<file path="src/rtl/rfs_pkg.sv">
package rfs_pkg;

  typedef enum logic [2:0] {
    ST_IDLE   = 3'b000,
    ST_RX     = 3'b001,
    ST_TX     = 3'b010,
    ST_FTXRDY = 3'b011,
    ST_CAL    = 3'b100,
    ST_SETTLE = 3'b101,
    ST_RXOVF  = 3'b110,
    ST_TXUNF  = 3'b111
  } rstate_e;

  localparam int unsigned CNT_FIELD_W = 4;
  localparam int unsigned STATUS_W    = 8;

endpackage

</file>
<file path="src/rtl/rfs_fifo.sv">
module rfs_fifo #(
  parameter int unsigned DW    = 8,
  parameter int unsigned DEPTH = 64,
  localparam int unsigned AW   = (DEPTH > 1) ? $clog2(DEPTH) : 1,
  localparam int unsigned CW   = $clog2(DEPTH + 1)
) (
  input  logic          clk,
  input  logic          rst_n,
  input  logic          flush,
  input  logic          push,
  input  logic [DW-1:0] push_data,
  input  logic          pop,
  output logic [DW-1:0] pop_data,
  output logic [CW-1:0] count,
  output logic [CW-1:0] free_cnt,
  output logic          full,
  output logic          empty,
  output logic          push_rej,
  output logic          pop_dry
);

  logic [DW-1:0] mem [DEPTH];
  logic [AW-1:0] wr_ptr_q, wr_ptr_d;
  logic [AW-1:0] rd_ptr_q, rd_ptr_d;
  logic [CW-1:0] count_q, count_d;
  logic [DW-1:0] rd_data_q, rd_data_d;
  logic          do_push, do_pop;

  assign full     = (count_q == CW'(DEPTH));
  assign empty    = (count_q == '0);
  assign do_push  = push && !full && !flush;
  assign do_pop   = pop && !empty && !flush;
  assign push_rej = push && full && !flush;
  assign pop_dry  = pop && empty && !flush;

  always_comb begin
    wr_ptr_d  = wr_ptr_q;
    rd_ptr_d  = rd_ptr_q;
    count_d   = count_q;
    rd_data_d = rd_data_q;
    if (pop) begin
      rd_data_d = empty ? '0 : mem[rd_ptr_q];
    end
    if (flush) begin
      wr_ptr_d = '0;
      rd_ptr_d = '0;
      count_d  = '0;
    end else begin
      if (do_push) begin
        wr_ptr_d = (wr_ptr_q == AW'(DEPTH - 1)) ? '0 : wr_ptr_q + 1'b1;
      end
      if (do_pop) begin
        rd_ptr_d = (rd_ptr_q == AW'(DEPTH - 1)) ? '0 : rd_ptr_q + 1'b1;
      end
      case ({do_push, do_pop})
        2'b10:   count_d = count_q + 1'b1;
        2'b01:   count_d = count_q - 1'b1;
        default: count_d = count_q;
      endcase
    end
  end

  always_ff @(posedge clk or negedge rst_n) begin
    if (!rst_n) begin
      wr_ptr_q  <= '0;
      rd_ptr_q  <= '0;
      count_q   <= '0;
      rd_data_q <= '0;
    end else begin
      wr_ptr_q  <= wr_ptr_d;
      rd_ptr_q  <= rd_ptr_d;
      count_q   <= count_d;
      rd_data_q <= rd_data_d;
    end
  end

  always_ff @(posedge clk) begin
    if (do_push) begin
      mem[wr_ptr_q] <= push_data;
    end
  end

  assign pop_data = rd_data_q;
  assign count    = count_q;
  assign free_cnt = CW'(DEPTH) - count_q;

endmodule

</file>
<file path="src/rtl/rfs_status_gen.sv">
module rfs_status_gen
  import rfs_pkg::*;
#(
  parameter int unsigned CW = 7
) (
  input  logic                clk,
  input  logic                rst_n,
  input  logic                rdy,
  input  logic [2:0]          state_in,
  input  logic                cmd_msb,
  input  logic [CW-1:0]       rx_count,
  input  logic [CW-1:0]       tx_free,
  input  logic                rx_rej,
  input  logic                tx_dry,
  input  logic                rx_flush,
  input  logic                tx_flush,
  output logic [STATUS_W-1:0] status,
  output logic                ovf,
  output logic                unf
);

  logic                   ovf_q, ovf_d;
  logic                   unf_q, unf_d;
  logic [CW-1:0]          sel_cnt;
  logic [CNT_FIELD_W-1:0] cnt_field;
  logic [2:0]             state_field;

  always_comb begin
    ovf_d = ovf_q;
    unf_d = unf_q;
    if (rx_flush)    ovf_d = 1'b0;
    else if (rx_rej) ovf_d = 1'b1;
    if (tx_flush)    unf_d = 1'b0;
    else if (tx_dry && (state_in == ST_TX)) unf_d = 1'b1;
  end

  always_ff @(posedge clk or negedge rst_n) begin
    if (!rst_n) begin
      ovf_q <= 1'b0;
      unf_q <= 1'b0;
    end else begin
      ovf_q <= ovf_d;
      unf_q <= unf_d;
    end
  end

  assign sel_cnt = cmd_msb ? rx_count : tx_free;

  generate
    if (CW > CNT_FIELD_W) begin : g_sat
      assign cnt_field = (sel_cnt > CW'({CNT_FIELD_W{1'b1}})) ?
                         {CNT_FIELD_W{1'b1}} : sel_cnt[CNT_FIELD_W-1:0];
    end else begin : g_ext
      assign cnt_field = CNT_FIELD_W'(sel_cnt);
    end
  endgenerate

  always_comb begin
    if (ovf_q)      state_field = ST_RXOVF;
    else if (unf_q) state_field = ST_TXUNF;
    else            state_field = state_in;
  end

  assign status = {~rdy, state_field, cnt_field};
  assign ovf    = ovf_q;
  assign unf    = unf_q;

endmodule

</file>
<file path="src/rtl/radio_fifo_status.sv">
module radio_fifo_status
  import rfs_pkg::*;
#(
  parameter int unsigned DW    = 8,
  parameter int unsigned DEPTH = 64,
  localparam int unsigned CW   = $clog2(DEPTH + 1)
) (
  input  logic          clk,
  input  logic          rst_n,
  input  logic          host_tx_push,
  input  logic [DW-1:0] host_tx_data,
  input  logic          host_rx_pop,
  output logic [DW-1:0] host_rx_data,
  input  logic          radio_rx_push,
  input  logic [DW-1:0] radio_rx_data,
  input  logic          radio_tx_pop,
  output logic [DW-1:0] radio_tx_data,
  input  logic [2:0]    radio_state,
  input  logic          radio_ready,
  input  logic          cmd_msb,
  input  logic          rx_flush,
  input  logic          tx_flush,
  output logic [7:0]    status_byte,
  output logic          rx_overflow,
  output logic          tx_underflow
);

  logic [CW-1:0] rx_cnt, rx_free, tx_cnt, tx_free;
  logic          rx_full, rx_empty, tx_full, tx_empty;
  logic          rx_rej, rx_dry, tx_rej, tx_dry;

  rfs_fifo #(.DW(DW), .DEPTH(DEPTH)) u_rx_q (
    .clk      (clk),
    .rst_n    (rst_n),
    .flush    (rx_flush),
    .push     (radio_rx_push),
    .push_data(radio_rx_data),
    .pop      (host_rx_pop),
    .pop_data (host_rx_data),
    .count    (rx_cnt),
    .free_cnt (rx_free),
    .full     (rx_full),
    .empty    (rx_empty),
    .push_rej (rx_rej),
    .pop_dry  (rx_dry)
  );

  rfs_fifo #(.DW(DW), .DEPTH(DEPTH)) u_tx_q (
    .clk      (clk),
    .rst_n    (rst_n),
    .flush    (tx_flush),
    .push     (host_tx_push),
    .push_data(host_tx_data),
    .pop      (radio_tx_pop),
    .pop_data (radio_tx_data),
    .count    (tx_cnt),
    .free_cnt (tx_free),
    .full     (tx_full),
    .empty    (tx_empty),
    .push_rej (tx_rej),
    .pop_dry  (tx_dry)
  );

  rfs_status_gen #(.CW(CW)) u_stat (
    .clk      (clk),
    .rst_n    (rst_n),
    .rdy      (radio_ready),
    .state_in (radio_state),
    .cmd_msb  (cmd_msb),
    .rx_count (rx_cnt),
    .tx_free  (tx_free),
    .rx_rej   (rx_rej),
    .tx_dry   (tx_dry),
    .rx_flush (rx_flush),
    .tx_flush (tx_flush),
    .status   (status_byte),
    .ovf      (rx_overflow),
    .unf      (tx_underflow)
  );

  logic unused_ok;
  assign unused_ok = ^{rx_free, tx_cnt, rx_dry, tx_rej, tx_full};

endmodule

</file>
<file path="config.mk">
export PLATFORM = sky130hd
export DESIGN_NAME = radio_fifo_status
export DESIGN_NICKNAME = d
export VERILOG_FILES = /design/src/rtl/rfs_pkg.sv /design/src/rtl/rfs_fifo.sv /design/src/rtl/rfs_status_gen.sv /design/src/rtl/radio_fifo_status.sv
export SDC_FILE = /design/constraint.sdc
export NUM_CORES = 1
export LEC_CHECK = 0
export BUFFER_PORTS_ARGS = -buffer_cell sky130_fd_sc_hd__buf_2
export CAP_MARGIN = 25
export CORE_MARGIN = 2
export CORE_UTILIZATION = 65
export DETAILED_ROUTE_END_ITERATION = 8
export PLACE_DENSITY = 0.82
export SLEW_MARGIN = 15
export SYNTH_ARGS = -nofsm -noshare
export SYNTH_HDL_FRONTEND = slang
export SYNTH_SLANG_ARGS = --single-unit
</file>
<file path="constraint.sdc">
create_clock -name clk -period 8.8 [get_ports clk]
set_clock_uncertainty 0.1 [all_clocks]
set_input_delay 1.32 -clock clk [delete_from_list [all_inputs] [get_ports clk]]
set_output_delay 1.32 -clock clk [all_outputs]
set_load 0.05 [all_outputs]
</file>
==> reports/results.ini, run 1 <==
[run_status]
status=complete, no violations

[grt]
grt_usage_pct=30.4
first_global_vias=23228
antenna_found_initial=2
grt_pass1_wl_mm=151
grt_max_degree=142
grt.overflow.total=0

[yosys]
synth_enable_flop_cells=1024
synth_top_family_by_area=multiplexers
ys_types=69
synthFlopType=edfxtp_1
synth_xor_area_share_pct=0.305
muxShareOfSynthArea_pct=13.9
async_reset_ff_share_pct=5.19
synth_cells=2308
synth-seq-cells=1080
ys_seq_area_share_pct=74.8
syn_area_mm2=0.0430
synth_fa_ha_area_share_pct=0.233
syn-num-nets=2345
synth_warnings=0
syn_area_per_cell_um2=18.6
yosys.area_share.simple_pct=4.77
synth_compound_area_share_pct=4.38

[placement]
placedCellCount=3128
place.gp.congestion=0.933
io_buffers=54
place_hpwl_mm=59.4

[sta]
final_max_slew_viol_count=0
finalSetupTns_ns=0
post-route-min-period_ns=4.52
rsz0062_at_grt=no
fmax_mhz=221
slew_headroom_pct=31.3
setup_viol=0
worst_pin_slew_ns=1.03
fin_crit_sh_pct=51.3
hold_viol=0

[worst_setup_path]
worst-path-buf-inv=2
crit_slowest_cell=or3b_1
required_ns=7.38
critPathLaunchType=register
cp.arrival_ns=3.10
critPathMaxStageDelay_ns=0.50
cp_cell_sequence=inv_1, ha_1, or3b_1, or3_1, a21oi_1, o31a_1, o211ai_1, buf_2
cp_max_fo=8
crit_type=reg2out
critPathCaptureType=primary output
path_delay_family=simple AND/OR/NAND/NOR gates

[min_path]
hold_class=reg2reg

[floorplan]
die_w_um=261
ios=55
row_count=94
start_util_pct=65.5
core_area_mm2=0.0656
dieArea_mm2=0.0682
dieHeight_um=261

[routing]
antenna_left=0
wl_mm=102
via_per_inst=7.05
wl_per_cell_um=30.7
drt_iter0_markers=3458
drt-pass1-iter-count=6
vias=23422
drc=0

[cts]
clk_path_buf_depth=3
cts_setup_buffers=0
cts.sinks=1080
htree_num_levels=3
cts_tree=built
holdBufCountCts=0
path_clk_slew_ns=0.07
clk_latency_ns=0.65
ctsResizeCount=0
cts_buffers=101
clockRootBuffer=clkbuf_16

[cells_and_area]
fillCellCount=3584
final_cells=3323
drive_gt1_share_pct=20.3
syn_to_final_growth_pct=10.7
nets=2413

[power]
total_power_w=0.0127
power_leakage_nw=14.8
irDropWorstVdd_uv=248
powerDensity_mw_per_mm2=266

[job]
drv_cap=0

==> power breakdown <==
| group | internal (W) | switching, W |
|---|---|---|
| Sequential | 0.00570 | 0.000218 |
| Combinational | 0.00102 | 0.00131 |
| Clock | 0.00255 | 0.00187 |
| Total | 0.00927 | 0.00339 |
==> metrics by stage <==
step | instance area, um^2 | utilization, % | setup slack, ns | hold slack, ns
2_1_floorplan | 43000 | - | 5.06 | 0.414
3_3_place_gp | 44000 | 67.1 | 4.41 | 0.460
3_5_place_dp | 44100 | 67.3 | 4.19 | 0.471
4_1_cts | 47500 | 72.4 | 4.27 | 0.479
5_1_grt | 47600 | 72.5 | 4.15 | 0.518
6_report | 47600 | 72.6 | 4.28 | 0.493
==> layout make-up <==
| class | count | area, um^2 | area share, % |
|---|---|---|---|
| repair buffers | 105 | 738 | 1.55 |
| flip-flops and latches | 1080 | 32200 | 67.6 |
| inverters | 27 | 101 | 0.213 |
| well taps | 864 | 1080 | 2.27 |
| multi-input cells | 1061 | 10200 | 21.3 |
| clock buffers | 127 | 2770 | 5.82 |
| diodes | 1 | 2.50 | 0.00526 |
| clock inverters | 58 | 602 | 1.26 |
==> flip-flops by register name, summed over array words and instances, names as in the netlist <==
signal           count
u_rx_q.mem         512
u_tx_q.pop_data      8
u_rx_q.rd_ptr_q      6
u_stat.ovf           1
u_tx_q.mem         512
u_tx_q.wr_ptr_q      6
u_stat.unf           1
u_tx_q.count         7
u_rx_q.count         7
u_rx_q.wr_ptr_q      6
u_rx_q.pop_data      8
u_tx_q.rd_ptr_q      6
==> routing by layer <==
metal	up-vias	share of wire, %	track usage, %
li1	9512	-	-
met1	11926	35	40.6
met2	1699	50	50.1
met3	283	9.6	5.28
met4	2	4.7	13.4
met5	-	0.013	0
==> Yosys cell counts (all sizes together) (9+ instances only) <==
cell type,n,area (um^2)
a21oi,60,300
a22oi,132,991
buf,55,272
clkbuf,85,349
dfrtp,56,1400
edfxtp,1024,30700
inv,26,97.6
mux2,9,101
mux2i,136,1360
mux4,200,4500
nand2,58,218
nand3,54,270
nand4,30,188
nor2,170,638
nor2b,14,87.6
nor3,28,140
nor4,11,68.8
o21ai,10,53.8
o22ai,9,56.3
or3,13,83.8
xor2,11,96.3
==> cells in the final DEF (no fill, tap or decap), drive strengths merged, types with 9 or more instances in the layout <==
| cell type | count |
|---|---|
| o21ai | 10 |
| mux4 | 200 |
| bufinv | 11 |
| clkinvlp | 12 |
| clkinv | 34 |
| inv | 28 |
| mux2i | 136 |
| or3 | 13 |
| nor3 | 28 |
| nand2 | 58 |
| nand3 | 54 |
| nand4 | 30 |
| buf | 103 |
| nor2b | 14 |
| nor4 | 11 |
| edfxtp | 1024 |
| o22ai | 9 |
| dfrtp | 56 |
| a21oi | 60 |
| xor2 | 11 |
| nor2 | 170 |
| a22oi | 132 |
| clkbuf | 129 |
| mux2 | 9 |
==> kinds of logic after synthesis <==
group / count (synthesis)
muxes: 345
buffers and inverters: 167
adders and majority gates: 8
and+or+nand+nor: 426
AOI/OAI and AO/OA: 267
DFF: 1080
xor gates and xnor gates: 15
==> path summary, 6_finish.rpt <==
| check | startpoint | endpoint | slack, ns | cells past startpoint |
|---|---|---|---|---|
| hold reg to reg | u_rx_q.rd_ptr_q[5] | u_rx_q.rd_ptr_q[5] | 0.49 | 1 |
| max in group asynchronous | rst_n | u_tx_q.rd_ptr_q[0] | 7.20 | 2 |
| hold / removal | u_rx_q.rd_ptr_q[5] | u_rx_q.rd_ptr_q[5] | 0.49 | 1 |
| setup / recovery | u_tx_q.count[0] | status_byte[0] | 4.28 | 8 |
| min in group asynchronous | rst_n | u_rx_q.pop_data[6] | 0.72 | 2 |
| setup reg to reg | u_tx_q.count[0] | u_tx_q.mem[30][6] | 4.71 | 6 |
Note: power is estimated with default switching activity, not from simulation.
==> run 2: changes to the inputs <==
--- a/config.mk
+++ b/config.mk
@@ -8,9 +8,9 @@
 export BUFFER_PORTS_ARGS = -buffer_cell sky130_fd_sc_hd__buf_2
 export CAP_MARGIN = 25
 export CORE_MARGIN = 2
-export CORE_UTILIZATION = 65
+export CORE_UTILIZATION = 57
 export DETAILED_ROUTE_END_ITERATION = 8
-export PLACE_DENSITY = 0.82
+export PLACE_DENSITY = 0.76
 export SLEW_MARGIN = 15
 export SYNTH_ARGS = -nofsm -noshare
 export SYNTH_HDL_FRONTEND = slang
==> constraint.sdc (replaced) <==
create_clock -name clk -period 3.9 [get_ports clk]
set_clock_uncertainty 0.1 [all_clocks]
set_input_delay 0.585 -clock clk [delete_from_list [all_inputs] [get_ports clk]]
set_output_delay 0.585 -clock clk [all_outputs]
set_load 0.05 [all_outputs]
==> reports/results.ini, run 2 (same netlist as run 1, synthesis figures left out) <==
[worst_setup_path]
critPathMaxStageDelay_ns=0.44  ; -0.06 ns
r2r_setup_slack_ns=0.41  ; -4.30 ns
r2r-end=u_rx_q.count[6]
cp_cell_sequence=inv_2, ha_2, or3b_4, or3_1, a21oi_2, o31a_1, o211ai_1, buf_4
cp_max_fo=8  ; unchanged
endpoint=status_byte[0]
crit_slowest_cell=dfrtp_2
critPathLaunchType=register
critPathLaunch=u_tx_q.count[1]
critPathCaptureType=primary output
crit_type=reg2out
reg2reg_depth=10  ; +4
r2r-start=u_rx_q.count[1]
required_ns=3.21  ; -4.17 ns
cp.arrival_ns=3.10  ; about the same

[cts]
htree_num_levels=3  ; unchanged
cts.sinks=1080  ; unchanged
cts_buffers=103  ; +2.0%
path_clk_slew_ns=0.07  ; about the same
clockRootBuffer=clkbuf_16
clk_path_buf_depth=3  ; unchanged
cts_tree=built
clk_latency_ns=0.66  ; about the same

[routing]
drt_iter0_markers=2433  ; -30%
wl_per_cell_um=27.5  ; -10%
drt-pass1-iter-count=7  ; +1
wl_mm=97.5  ; -4.4%
vias=22960  ; -2.0%
antenna_left=0  ; unchanged
via_per_inst=6.48  ; -8.0%
drc=0  ; unchanged

[power]
irDropWorstVdd_uv=489  ; +97%
pwr-share-seq_pct=46.0  ; -0.7 points
power.net_switching_w=0.00764  ; +130%
total_power_w=0.0290  ; +130%
powerDensity_mw_per_mm2=594  ; +120%
power_leakage_nw=15.5  ; +4.8%
power_frac_comb_pct=18.1  ; -0.3 points
clkPwrFrac_pct=35.9  ; +1.0 points
p_int_w=0.0214  ; +130%
swShare_pct=26.3  ; -0.46 points

[floorplan]
dieHeight_um=279  ; +6.7%
core_area_mm2=0.0746  ; +14%
start_util_pct=57.7  ; -7.9 points
die_w_um=279  ; +6.7%
dieArea_mm2=0.0777  ; +14%
row_count=100  ; +6.4%
ios=55  ; unchanged

[cells_and_area]
multi_input_area_mm2=0.0102  ; about the same
final_common_cell=edfxtp_1
top_regs=u_rx_q.mem (512), u_tx_q.mem (512)
nets=2518  ; +4.4%
final_cell_mix=edfxtp_1, mux4_2, nor2_1, buf_4, mux2i_1
fillCellCount=4801  ; +34%
seq_area_mm2=0.0322  ; about the same
drive_gt1_share_pct=23.8  ; +3.5 points
fin_util_pct=65.5  ; -7.0 points
syn_to_final_growth_pct=13.6

[sta]
worst_pin_slew_ns=0.966  ; -0.0638 ns
setup_viol=0  ; unchanged
finalSetupTns_ns=0  ; unchanged
rsz0062_at_grt=no
slew_headroom_pct=35.6  ; +4.3 points
post-route-min-period_ns=3.79
hold_viol=0  ; unchanged
fin_crit_sh_pct=97.2
final_max_slew_viol_count=0  ; unchanged
fmax_mhz=264

[grt]
grt_usage_pct=25.1  ; -5.2 points
antenna_found_initial=4  ; +2
grt_max_degree=65  ; -54%
grt_pass1_wl_mm=145  ; -3.9%
first_global_vias=23123  ; -0.45%
grt.overflow.total=0  ; unchanged

[placement]
io_buffers=54  ; unchanged
place_hpwl_mm=59.7  ; +0.50%
place.gp.congestion=0.849  ; -9.0%

[job]
drv_cap=0  ; unchanged

[min_path]
hold_class=in2reg

[run_status]
status=complete, no violations

==> run 2: cell count changes in the layout (fill, tap and decap cells not counted), moves of 3 or more <==
cell	before	now
bufinv_16	11	17
clkbuf_8	8	5
clkinv_1	14	24
clkinv_2	16	22
inv_6	2	6
clkinvlp_4	12	3
clkbuf_1	15	9
buf_4	37	140
buf_2	59	52
buf_12	5	13
==> run 2: metal layers <==
layer  vias up  track usage, %  part of all wire [%]
met5         -               0                 0.047
met4         6            10.8                   4.4
met3       252            4.67                   7.4
met2      1140            41.9                    50
met1     11805            32.9                    38
li1       9757               -                     -
==> run 2: per-stage QoR <==
stage | cell area, um^2 | setup slack [ns] | hold slack (ns) | std cells
3_3_place_gp | 45000 | 0.463 | 0.466 | 3327
2_1_floorplan | 43000 | 0.699 | 0.189 | 2308
3_5_place_dp | 45200 | 0.461 | 0.461 | 3340
4_1_cts | 48700 | 0.0420 | 0.0732 | 3535
6_report | 48800 | 0.111 | 0.113 | 3541
5_1_grt | 48800 | 0.0129 | 0.0999 | 3539
==> run 2: power groups by stage <==
stage,Combinational (W),Clock (W),Sequential [W]
2_1_floorplan,0.00382,0,0.0134
3_3_place_gp,0.00498,0,0.0136
3_5_place_dp,0.00518,0,0.0136
4_1_cts,0.00524,0.0105,0.0133
5_1_grt,0.00558,0.0110,0.0134
6_report,0.00525,0.0104,0.0133
==> run 2: final cells by class <==
| cell class | count | area share (%) |
|---|---|---|
| clock inverters | 76 | 1.76 |
| inverters | 27 | 0.207 |
| diodes | 2 | 0.0102 |
| clock buffers | 118 | 5.54 |
| repair buffers | 208 | 3.35 |
| flip-flops and latches | 1080 | 65.9 |
| well taps | 969 | 2.48 |
| multi-input cells | 1061 | 20.8 |
==> run 2: repair_timing <==
action                                  CTS  global route
endpoints found under the setup margin    3             4
gates cloned                              0             0
endpoints found under the hold margin     1             0
gates resized for setup                   4             5
setup buffers                             0             1
hold buffers                              1             0
pin swaps                                 1             2
==> run 2: worst min-delay path by stage <==
| stage | slack [ns] | cells after the start | startpoint | to |
|---|---|---|---|---|
| finish | 0.11 | 2 | tx_flush | u_tx_q.wr_ptr_q[2] |
| global route | 0.1 | 2 | tx_flush | u_tx_q.wr_ptr_q[2] |
| CTS | 0.07 | 2 | tx_flush | u_tx_q.wr_ptr_q[4] |
| detailed placement | 0.46 | 1 | u_rx_q.rd_ptr_q[5] | u_rx_q.rd_ptr_q[5] |
| global placement | 0.47 | 1 | u_rx_q.rd_ptr_q[5] | u_rx_q.rd_ptr_q[5] |
| floorplan | 0.19 | 0 | rst_n | u_rx_q.count[0] |
==> run 2: worst max-delay path, delay by kind of cell, from the launching register on <==
family | cells | cell delay, ns
simple gates | 2 | 0.80
buf+inv | 2 | 0.39
flops | 1 | 0.44
compound gates | 3 | 0.62
fa+ha+maj | 1 | 0.19
